`src/rtl/bootld_pkg.sv`:
```
package bootld_pkg;

    localparam logic [7:0]  RD_CMD     = 8'h03;
    localparam logic [31:0] SEAL_XOR   = 32'h50726F70;
    localparam int          HDR_BITS   = 32;
    localparam int          WORD_BITS  = 32;

    typedef enum logic [1:0] {
        ST_IDLE,
        ST_XFER,
        ST_DONE
    } ld_state_e;

    typedef struct packed {
        logic                 vld;
        logic [WORD_BITS-1:0] data;
    } word_evt_t;

    function automatic logic hdr_bit(input logic [7:0] cmd,
                                     input logic [23:0] addr,
                                     input logic [4:0] idx);
        logic [31:0] h;
        h = {cmd, addr};
        return h[5'd31 - idx];
    endfunction

    function automatic logic [31:0] seal_of(input logic [31:0] sum);
        return sum ^ SEAL_XOR;
    endfunction

endpackage

```
`src/rtl/bootld_bitclk.sv`:
```
module bootld_bitclk #(
    parameter int DIV = 8
) (
    input  logic clk,
    input  logic rst,
    input  logic run,
    output logic sclk_lvl,
    output logic smp_tick,
    output logic end_tick
);
    localparam int PW   = $clog2(DIV);
    localparam int HALF = DIV / 2;

    logic [PW-1:0] phase_q;

    always_ff @(posedge clk) begin
        if (rst || !run) begin
            phase_q <= '0;
        end else if (phase_q == PW'(DIV - 1)) begin
            phase_q <= '0;
        end else begin
            phase_q <= phase_q + 1'b1;
        end
    end

    assign sclk_lvl = run && (phase_q >= PW'(HALF));
    assign smp_tick = run && (phase_q == PW'(HALF - 1));
    assign end_tick = run && (phase_q == PW'(DIV - 1));

    // a sample tick is followed by the high half of the bit
    a_r3_rise_after_sample: assert property (@(posedge clk) disable iff (rst)
        (smp_tick && run) |=> (!run || sclk_lvl));

    // the bit ends while the clock is still high
    a_r3_end_in_high: assert property (@(posedge clk) disable iff (rst)
        end_tick |-> sclk_lvl);

endmodule

```
`src/rtl/bootld_word_asm.sv`:
```
module bootld_word_asm
    import bootld_pkg::*;
(
    input  logic      clk,
    input  logic      rst,
    input  logic      take,
    input  logic      bit_in,
    output word_evt_t evt
);
    logic [2:0]           bcnt_q;
    logic [1:0]           kcnt_q;
    logic [7:0]           byte_q;
    logic [WORD_BITS-1:0] acc_q;
    logic [7:0]           byte_nx;

    assign byte_nx = {byte_q[6:0], bit_in};

    always_ff @(posedge clk) begin
        if (rst) begin
            bcnt_q <= '0;
            kcnt_q <= '0;
            byte_q <= '0;
            acc_q  <= '0;
            evt    <= '0;
        end else begin
            evt.vld <= 1'b0;
            if (take) begin
                byte_q <= byte_nx;
                bcnt_q <= bcnt_q + 1'b1;
                if (bcnt_q == 3'd7) begin
                    acc_q  <= {byte_nx, acc_q[WORD_BITS-1:8]};
                    kcnt_q <= kcnt_q + 1'b1;
                    if (kcnt_q == 2'd3) begin
                        evt.vld  <= 1'b1;
                        evt.data <= {byte_nx, acc_q[WORD_BITS-1:8]};
                    end
                end
            end
        end
    end

    // a completed word is reported for a single cycle
    a_r5_word_pulse: assert property (@(posedge clk) disable iff (rst)
        evt.vld |=> !evt.vld);

endmodule

```
`src/rtl/bootld_sum_check.sv`:
```
module bootld_sum_check
    import bootld_pkg::*;
(
    input  logic      clk,
    input  logic      rst,
    input  word_evt_t evt,
    input  logic      is_last,
    output logic      ok_q
);
    logic [WORD_BITS-1:0] sum_q;

    always_ff @(posedge clk) begin
        if (rst) begin
            sum_q <= '0;
            ok_q  <= 1'b0;
        end else if (evt.vld) begin
            if (is_last) begin
                ok_q <= (evt.data == seal_of(sum_q));
            end else begin
                sum_q <= sum_q + evt.data;
            end
        end
    end

endmodule

```
`src/rtl/bootld_spi_loader.sv`:
```
module bootld_spi_loader
    import bootld_pkg::*;
#(
    parameter int          WORDS      = 256,
    parameter int          DIV        = 8,
    parameter logic [23:0] FLASH_ADDR = 24'h000000,
    parameter bit          AUTO_START = 1'b1,
    localparam int         AW         = $clog2(WORDS)
) (
    input  logic          clk,
    input  logic          rst,
    input  logic          start,
    output logic          spi_cs_n,
    output logic          spi_sclk,
    output logic          spi_mosi,
    input  logic          spi_miso,
    output logic          ram_we,
    output logic [AW-1:0] ram_addr,
    output logic [31:0]   ram_wdata,
    output logic          ld_done,
    output logic          ld_pass,
    output logic          ld_fail
);
    localparam int TOTAL = HDR_BITS + WORDS * WORD_BITS;
    localparam int BW    = $clog2(TOTAL);

    ld_state_e     st_q;
    logic [BW-1:0] bit_q;
    logic [AW-1:0] word_q;
    logic          run;
    logic          sclk_lvl;
    logic          smp_tick;
    logic          end_tick;
    logic          in_data;
    logic          is_last;
    logic          ok_q;
    word_evt_t     evt;

    assign run     = (st_q == ST_XFER);
    assign in_data = (bit_q >= BW'(HDR_BITS));
    assign is_last = (word_q == AW'(WORDS - 1));

    bootld_bitclk #(.DIV(DIV)) u_bitclk (
        .clk      (clk),
        .rst      (rst),
        .run      (run),
        .sclk_lvl (sclk_lvl),
        .smp_tick (smp_tick),
        .end_tick (end_tick)
    );

    bootld_word_asm u_asm (
        .clk    (clk),
        .rst    (rst),
        .take   (smp_tick && in_data),
        .bit_in (spi_miso),
        .evt    (evt)
    );

    bootld_sum_check u_chk (
        .clk     (clk),
        .rst     (rst),
        .evt     (evt),
        .is_last (is_last),
        .ok_q    (ok_q)
    );

    always_ff @(posedge clk) begin
        if (rst) begin
            st_q    <= ST_IDLE;
            bit_q   <= '0;
            word_q  <= '0;
            ld_done <= 1'b0;
            ld_pass <= 1'b0;
            ld_fail <= 1'b0;
        end else begin
            if (evt.vld) begin
                word_q <= word_q + 1'b1;
            end
            unique case (st_q)
                ST_IDLE: begin
                    if (AUTO_START || start) begin
                        st_q <= ST_XFER;
                    end
                end
                ST_XFER: begin
                    if (end_tick) begin
                        if (bit_q == BW'(TOTAL - 1)) begin
                            st_q    <= ST_DONE;
                            ld_done <= 1'b1;
                            ld_pass <= ok_q;
                            ld_fail <= !ok_q;
                        end else begin
                            bit_q <= bit_q + 1'b1;
                        end
                    end
                end
                default: st_q <= ST_DONE;
            endcase
        end
    end

    assign spi_cs_n  = !run;
    assign spi_sclk  = sclk_lvl;
    assign spi_mosi  = run && !in_data && hdr_bit(RD_CMD, FLASH_ADDR, bit_q[4:0]);
    assign ram_we    = evt.vld && !is_last;
    assign ram_addr  = word_q;
    assign ram_wdata = evt.data;

    // serial clock idles low while deselected
    a_r2_sclk_idle: assert property (@(posedge clk) disable iff (rst)
        spi_cs_n |-> !spi_sclk);

    // data out only moves on a falling serial clock
    a_r4_mosi_hold: assert property (@(posedge clk) disable iff (rst)
        (!spi_cs_n && !$past(spi_cs_n) && !$fell(spi_sclk)) |-> $stable(spi_mosi));

    // write strobe lasts one cycle and only during a transfer
    a_r6_we_pulse: assert property (@(posedge clk) disable iff (rst)
        ram_we |=> !ram_we);
    a_r6_we_in_xfer: assert property (@(posedge clk) disable iff (rst)
        ram_we |-> !spi_cs_n);

    // exactly one verdict, and only with done
    a_r8_one_verdict: assert property (@(posedge clk) disable iff (rst)
        ld_done |-> (ld_pass ^ ld_fail));
    a_r7_verdict_needs_done: assert property (@(posedge clk) disable iff (rst)
        (ld_pass || ld_fail) |-> ld_done);

    // done and verdict are sticky, chip select stays released
    a_r9_sticky: assert property (@(posedge clk) disable iff (rst)
        ld_done |=> (ld_done && $stable(ld_pass) && $stable(ld_fail) && spi_cs_n));

endmodule

```
`config.mk`:
```
export PLATFORM = sky130hd
export DESIGN_NAME = bootld_spi_loader
export DESIGN_NICKNAME = d
export VERILOG_FILES = /design/src/rtl/bootld_pkg.sv /design/src/rtl/bootld_bitclk.sv /design/src/rtl/bootld_word_asm.sv /design/src/rtl/bootld_sum_check.sv /design/src/rtl/bootld_spi_loader.sv
export SDC_FILE = /design/constraint.sdc
export NUM_CORES = 1
export LEC_CHECK = 0
export ABC_AREA = 1
export BUFFER_PORTS_ARGS = -buffer_cell sky130_fd_sc_hd__buf_4
export CAP_MARGIN = 20
export CORE_ASPECT_RATIO = 1.4
export CORE_UTILIZATION = 35
export CTS_BUF_LIST = sky130_fd_sc_hd__clkbuf_16
export DETAILED_ROUTE_END_ITERATION = 12
export PLACE_DENSITY = 0.55
export SLEW_MARGIN = 20
export SYNTH_ARGS = -nofsm -noshare
export SYNTH_HDL_FRONTEND = slang
export SYNTH_SLANG_ARGS = --single-unit
```
`constraint.sdc`:
```
create_clock -name clk -period 3.2 [get_ports clk]
set_clock_uncertainty 0.1 [all_clocks]
set_input_delay 0.48 -clock clk [delete_from_list [all_inputs] [get_ports clk]]
set_output_delay 0.48 -clock clk [all_outputs]
set_load 0.05 [all_outputs]
```
* Yosys cells after proc, flatten, opt, wreduce, memory -nomap -nowiden
Memory sizes are Yosys's and may differ from the RTL's. Index checks and enable logic that the tools add are counted.
Storage, ports and cells: flip-flop bits (word level) 140, ROM bits 32, input port bits 4, memories 1
Memory list:
- (no name shown) | words 32, bits a word 1, rd ports 1, clocked after memory_dff 0, write ports 0, RTL line bootld_pkg.sv:24 | return h[5'd31 - idx];
Operators by class: add/subtract/negate cells 7, magnitude comparators 3, equality and inequality tests 10, multiplexer cells 5, bitwise operators 5, reduce and logical (&&, ||, !) cells 22
Operators by type and width (number):
- two-way mux 33 bit | 1
- adder 32 bit | 1
- equality test 32 bit | 1
- inverter 15 bit | 1
- adder 14 x 1 -> 14 bit, second input constant | 1
- equality test 14 bit, second input constant | 1
- >= comparator 14 x 6 -> 1 bit, second input constant | 1
- AND reduction 3 bit | 3
- adder 8 x 1 -> 8 bit, second input constant | 1
- equality test 8 bit, second input constant | 1
- AND reduction 2 bit | 4
- logical AND 1 bit | 7
- adder 3 x 1 -> 3 bit, second input constant | 2
- equality test 3 bit, second input constant | 2
- less-than comparator 5 x 6 -> 1 bit, second input constant | 1
- subtractor 5 bit, first input constant | 1
- logical NOT 1 bit | 4
- two-way mux 2 bit | 2
- != test 2 x 1 -> 1 bit, second input constant | 2
- inverter 1 bit | 4
- case mux 2 bit (2 select lines) | 1
- equality test 3 x 2 -> 1 bit, second input constant | 1
- >= comparator 3 bit, second input constant | 1
- OR reduction 3 bit | 1
- 7 further kinds | 7

* Logic depth before layout (Yosys ltp)
word-level depth 5, gate-level depth with buffers 14, gate-level depth less buffers 14

* By module
Synthesis repeated with hierarchy kept, for this count alone.
Unflattened totals: cell total of the unflattened synthesis 1257, area total of the unflattened synthesis 7833.8 sq um
By module, submodules not included:
- bootld_sum_check | instances 1, cells an instance 687, area each 3662.3 sq um, sequential area each 660.6 sq um
- bootld_word_asm | instances 1, cells an instance 334, area each 2514.9 sq um, sequential area each 1381.3 sq um
- bootld_spi_loader | instances 1, cells an instance 216, area each 1500.2 sq um, sequential area each 540.5 sq um
- bootld_bitclk | instances 1, cells an instance 20, area each 156.4 sq um, sequential area each 60.1 sq um

* Least setup slack after synthesis
Ideal clock, no wire load.
path kind register -> output, start reg st_q[1], end out spi_mosi, data arrival time 1996 ps, path slack 624 ps, cell stages (with the launch flop) 6, path buffers 0, cells stage by stage dfxtp_1 > inv_1 > nand2_1 > inv_1 > nand3_1 > nor3_1
Between the ends: word-level cells in the longest chain between the ends 3
Ends and longest elaborated chain:
- start: declaration | RTL line bootld_spi_loader.sv:27 | ld_state_e st_q;
- start signal: assignment | RTL line bootld_spi_loader.sv:70 | st_q <= ST_IDLE;
- start signal: assignment | RTL line bootld_spi_loader.sv:83 | st_q <= ST_XFER;
- start signal: assignment | RTL line bootld_spi_loader.sv:89 | st_q <= ST_DONE;
- equality test 2 x 1 -> 1 bit | RTL line bootld_spi_loader.sv:39 | assign run = (st_q == ST_XFER);
- logical AND 1 bit (2 in series) | RTL line bootld_spi_loader.sv:105 | assign spi_mosi = run && !in_data && hdr_bit(RD_CMD, FLASH_ADDR, bit_q[4:0]);
- end: declaration | RTL line bootld_spi_loader.sv:15 | output logic spi_mosi,
No other way between the ends.

* Worst setup path after layout
start reg u_asm.evt[0] (netlist name), end reg u_chk.sum_q[22]
Between the ends: word-level cells in the longest chain between the ends 1
Ends and longest elaborated chain:
- adder 32 bit | RTL line bootld_sum_check.sv:20 | sum_q <= sum_q + evt.data;
- end signal: assignment | RTL line bootld_sum_check.sv:20
- end: declaration | RTL line bootld_sum_check.sv:10 | logic [WORD_BITS-1:0] sum_q;
No other way between the ends. A chain may end at the register's enable or synchronous reset.

==> impl_metrics.csv <==
group,metric,value,unit
yosys,synth.top_cell.area_share,0.3328,
clock_network,cts_hold_buffers,0,
yosys,yosys.cell_count.top_type,"nand2_1",
yosys,synth-seq-cells,132,
yosys,syn_area_per_cell,6.362,um2
drt,drtIter0Drc,364,
floorplan,fp.dieArea,0.02330,mm2
drt,dr_total_vias,7290,
yosys,ys_seq_area_frac,0.3328,
clock_network,clk_pin_slew,0.07,ns
placement,dp_slack,0.7885,ns
worst_setup_path,criticalPathCategory,"reg2reg",
yosys,synthXorXnorAreaFrac,0.02427,
yosys,synth_edf_count,0,
worst_setup_path,critical_path.max_fanout,4,
power_and_ir_drop,powerDensity,415.5,mW/mm2
worst_setup_path,crit_required,3.43,ns
sta,period_needed,2.443,ns
yosys,synthAdderAreaFrac,0.06398,
yosys,synthTopCellsByArea,"dfxtp_1, nand2_1, inv_1",
worst_setup_path,end_kind,"register",
sta,clock.fmax,0.4093,GHz
floorplan,chipHeight,180.2,um
grt,grt_pass1_wl,35270,um
yosys,yosysWarnings,0,
yosys,synthSimpleGateAreaFrac,0.3497,
finish,drive_gt1_frac,0.08136,
sta,tightest_slew,0.8587,ns
grt,grt_usage,0.1954,
drt,ant_nets,0,
yosys,syn_area,0.007940,mm2
worst_setup_path,reg2reg_depth,14,
finish,diodes,0,
worst_setup_path,cp.arrival,2.67,ns
grt,grt_pass1_vias,6887,
yosys,synth_compound_area_frac,0.08052,
yosys,async_reset_ff_frac,0,
worst_setup_path,startpoint_type,"register",
drt,remaining_drc_errors,0,
sta,maxSlewHeadroom,0.4254,
drt,detail_route.vias_per_cell,4.664,
floorplan,initial_core_util,0.3606,
finish,finalNetCount,1297,
clock_network,htreeDepth,4,
grt,grt_max_degree,54,
finish,areaGrowthSynthToFinish,11.82,%
clock_network,tritoncts,"built",
worst_setup_path,r2r-start,"u_asm.evt[0]$_SDFFE_PP0P_",
clock_network,root_buffer,"clkbuf_16",
yosys,ys_types,38,
floorplan,fp-row-count,64,
grt,antenna_found_initial,0,
clock_network,postCtsSetupRepairBufs,0,
sta,min_period_over_period,0.7635,
sta,slew_violations,0,
placement,place_hpwl,16050,um
clock_network,clk_latency,0.42,ns
yosys,ys_top_cells_by_count,"nand2_1, inv_1, nor2_1",
yosys,synthFlopType,"dfxtp_1",
worst_setup_path,worst-r2r-setup-slack,0.76,ns
floorplan,die_w,129.3,um
min_path,min_path_type,"in2reg",
clock_network,numCtsBuffers,17,
drt,wire_per_inst,13.76,um
job,maxCapViolations,0,
yosys,synth_mux_area_frac,0,
yosys,yosysTopAreaCell,"dfxtp_1",
sta,rsz0062_at_grt,"false",
worst_setup_path,r2r-end,"u_chk.sum_q[22]$_SDFFE_PP0P_",
floorplan,num_io_pins,51,
sta,finalSetupTns,0,ns
sta,final.setup.worst_slack,0.7569,ns
grt,grt_remaining_overflow,0,
drt,wl,21500,um
min_path,hold_end,"u_asm.evt[24]$_SDFFE_PP0P_",
min_path,holdPathStages,3,
yosys,mappedNetlistNets,1292,
floorplan,core_area,0.02202,mm2
placement,gp_congestion,0.8972,
power_and_ir_drop,power.leakage,4.590,nW
clock_network,cts_resized,0,
clock_network,cts_buffer_depth,2,
min_path,min_from,"spi_miso",
yosys,synth_top_family_by_area,"simple AND/OR/NAND/NOR gates",
sta,finalHoldViolCount,0,
sta,setup_viol,0,
power_and_ir_drop,peakVddDrop,0.0003643,V
finish,fillers,2417,
yosys,postSynthCellCount,1248,
status,status,"finished, final reports clean",
drt,drt_first_pass_iters,5,
placement,io_buffers,49,
clock_network,clkSinkCount,132,
worst max-delay path by stage:
stage | start | endpoint | slack [ns] | depth (start not counted)
detailed placement | u_asm.evt[0]$_SDFFE_PP0P_ | u_chk.sum_q[22]$_SDFFE_PP0P_ | 0.79 | 14
finish | u_asm.evt[0]$_SDFFE_PP0P_ | u_chk.sum_q[22]$_SDFFE_PP0P_ | 0.76 | 14
global placement | u_asm.evt[0]$_SDFFE_PP0P_ | u_chk.sum_q[22]$_SDFFE_PP0P_ | 0.81 | 14
CTS | u_asm.evt[0]$_SDFFE_PP0P_ | u_chk.sum_q[22]$_SDFFE_PP0P_ | 0.77 | 14
floorplan | st_q[1]$_SDFFE_PP0P_ | spi_mosi | 0.62 | 5
global route | u_asm.evt[0]$_SDFFE_PP0P_ | u_chk.sum_q[22]$_SDFFE_PP0P_ | 0.59 | 14
worst max-delay path, stage by stage (launching register included):
cell     delay, ns
dfxtp_1       0.33
ha_1          0.25
fa_1          0.46
nand3_1       0.12
nand3_1       0.17
nand2_1       0.12
nand2_1       0.08
nand2_1       0.08
nand2_1       0.14
nand2_1       0.12
nand2_1       0.05
nand2_1       0.06
nand3_1       0.12
nand2_1       0.11
inv_1         0.04
per-layer routing:
metal | share of wire | global-route usage | vias to the layer above
met5 | 0 | 0 | -
met4 | 0.039 | 0.09365 | 0
met3 | 0.028 | 0.03147 | 44
met2 | 0.51 | 0.3497 | 115
met1 | 0.43 | 0.2213 | 3279
li1 | - | - | 3852
state kept, by name (all words and copies together) (netlist names), 2 cells and up:
register / count
u_asm.kcnt_q: 2
u_asm.byte_q: 7
st_q: 2
u_asm.bcnt_q: 3
u_chk.sum_q: 32
u_bitclk.phase_q: 3
u_asm.acc_q: 24
u_asm.evt: 33
bit_q: 14
ram_addr: 8
area by class of cell:
type / instances / area, um2 / area share
Clock inverter: 15 / 168.9 / 0.01902
Timing Repair Buffer: 56 / 432.9 / 0.04876
Inverter: 190 / 713.2 / 0.08033
Sequential cell: 132 / 2643 / 0.2976
Tap cell: 297 / 371.6 / 0.04185
Clock buffer: 17 / 425.4 / 0.04791
Multi-Input combinational cell: 856 / 4124 / 0.4645
cell usage in the layout (no fill, tap or decap), types with 3 or more instances in the layout:
| cell | synthesis | layout |
|---|---|---|
| clkbuf_16 | 0 | 17 |
| nand2_1 | 365 | 365 |
| o21ai_0 | 38 | 38 |
| xnor2_1 | 6 | 6 |
| nor3_1 | 17 | 17 |
| buf_4 | 40 | 55 |
| inv_2 | 2 | 3 |
| dfxtp_1 | 132 | 132 |
| nor4_1 | 6 | 6 |
| o21ai_1 | 3 | 3 |
| nand3_1 | 84 | 84 |
| inv_6 | 0 | 5 |
| inv_1 | 188 | 187 |
| a21oi_1 | 71 | 71 |
| xor2_1 | 16 | 16 |
| ha_1 | 39 | 39 |
| nand4_1 | 8 | 8 |
| nor2_1 | 177 | 177 |
through the flow:
step / total power, mW / util / instance area [um2] / hold slack [ns] / instances
floorplan: 1.715 / - / 7940 / 0.2992 / 1248
global placement: 1.734 / 0.3762 / 8284 / 0.3131 / 1531
detailed placement: 1.733 / 0.3762 / 8284 / 0.3163 / 1531
CTS: 3.746 / 0.4032 / 8879 / 0.1986 / 1563
global route: 3.813 / 0.4032 / 8879 / 0.2137 / 1563
finish: 3.689 / 0.4032 / 8879 / 0.2124 / 1563
cells by family (layout without fill, tap and decap cells):
kind of cell	after synthesis	count (layout)
compound gates	122	122
buf+inv	260	278
flops	132	132
fa+ha+maj	40	40
xor+xnor	22	22
simple gates	672	672
power by group:
part / leakage, nW / switching (mW) / total (mW) / internal, mW
registers: 1.06 / 0.000803 / 1.65 / 1.64
logic: 3.24 / 0.0399 / 0.0503 / 0.0104
clock network: 0.289 / 0.825 / 1.99 / 1.17
total: 4.59 / 0.866 / 3.69 / 2.82
Power figures use the tool's default switching activity.
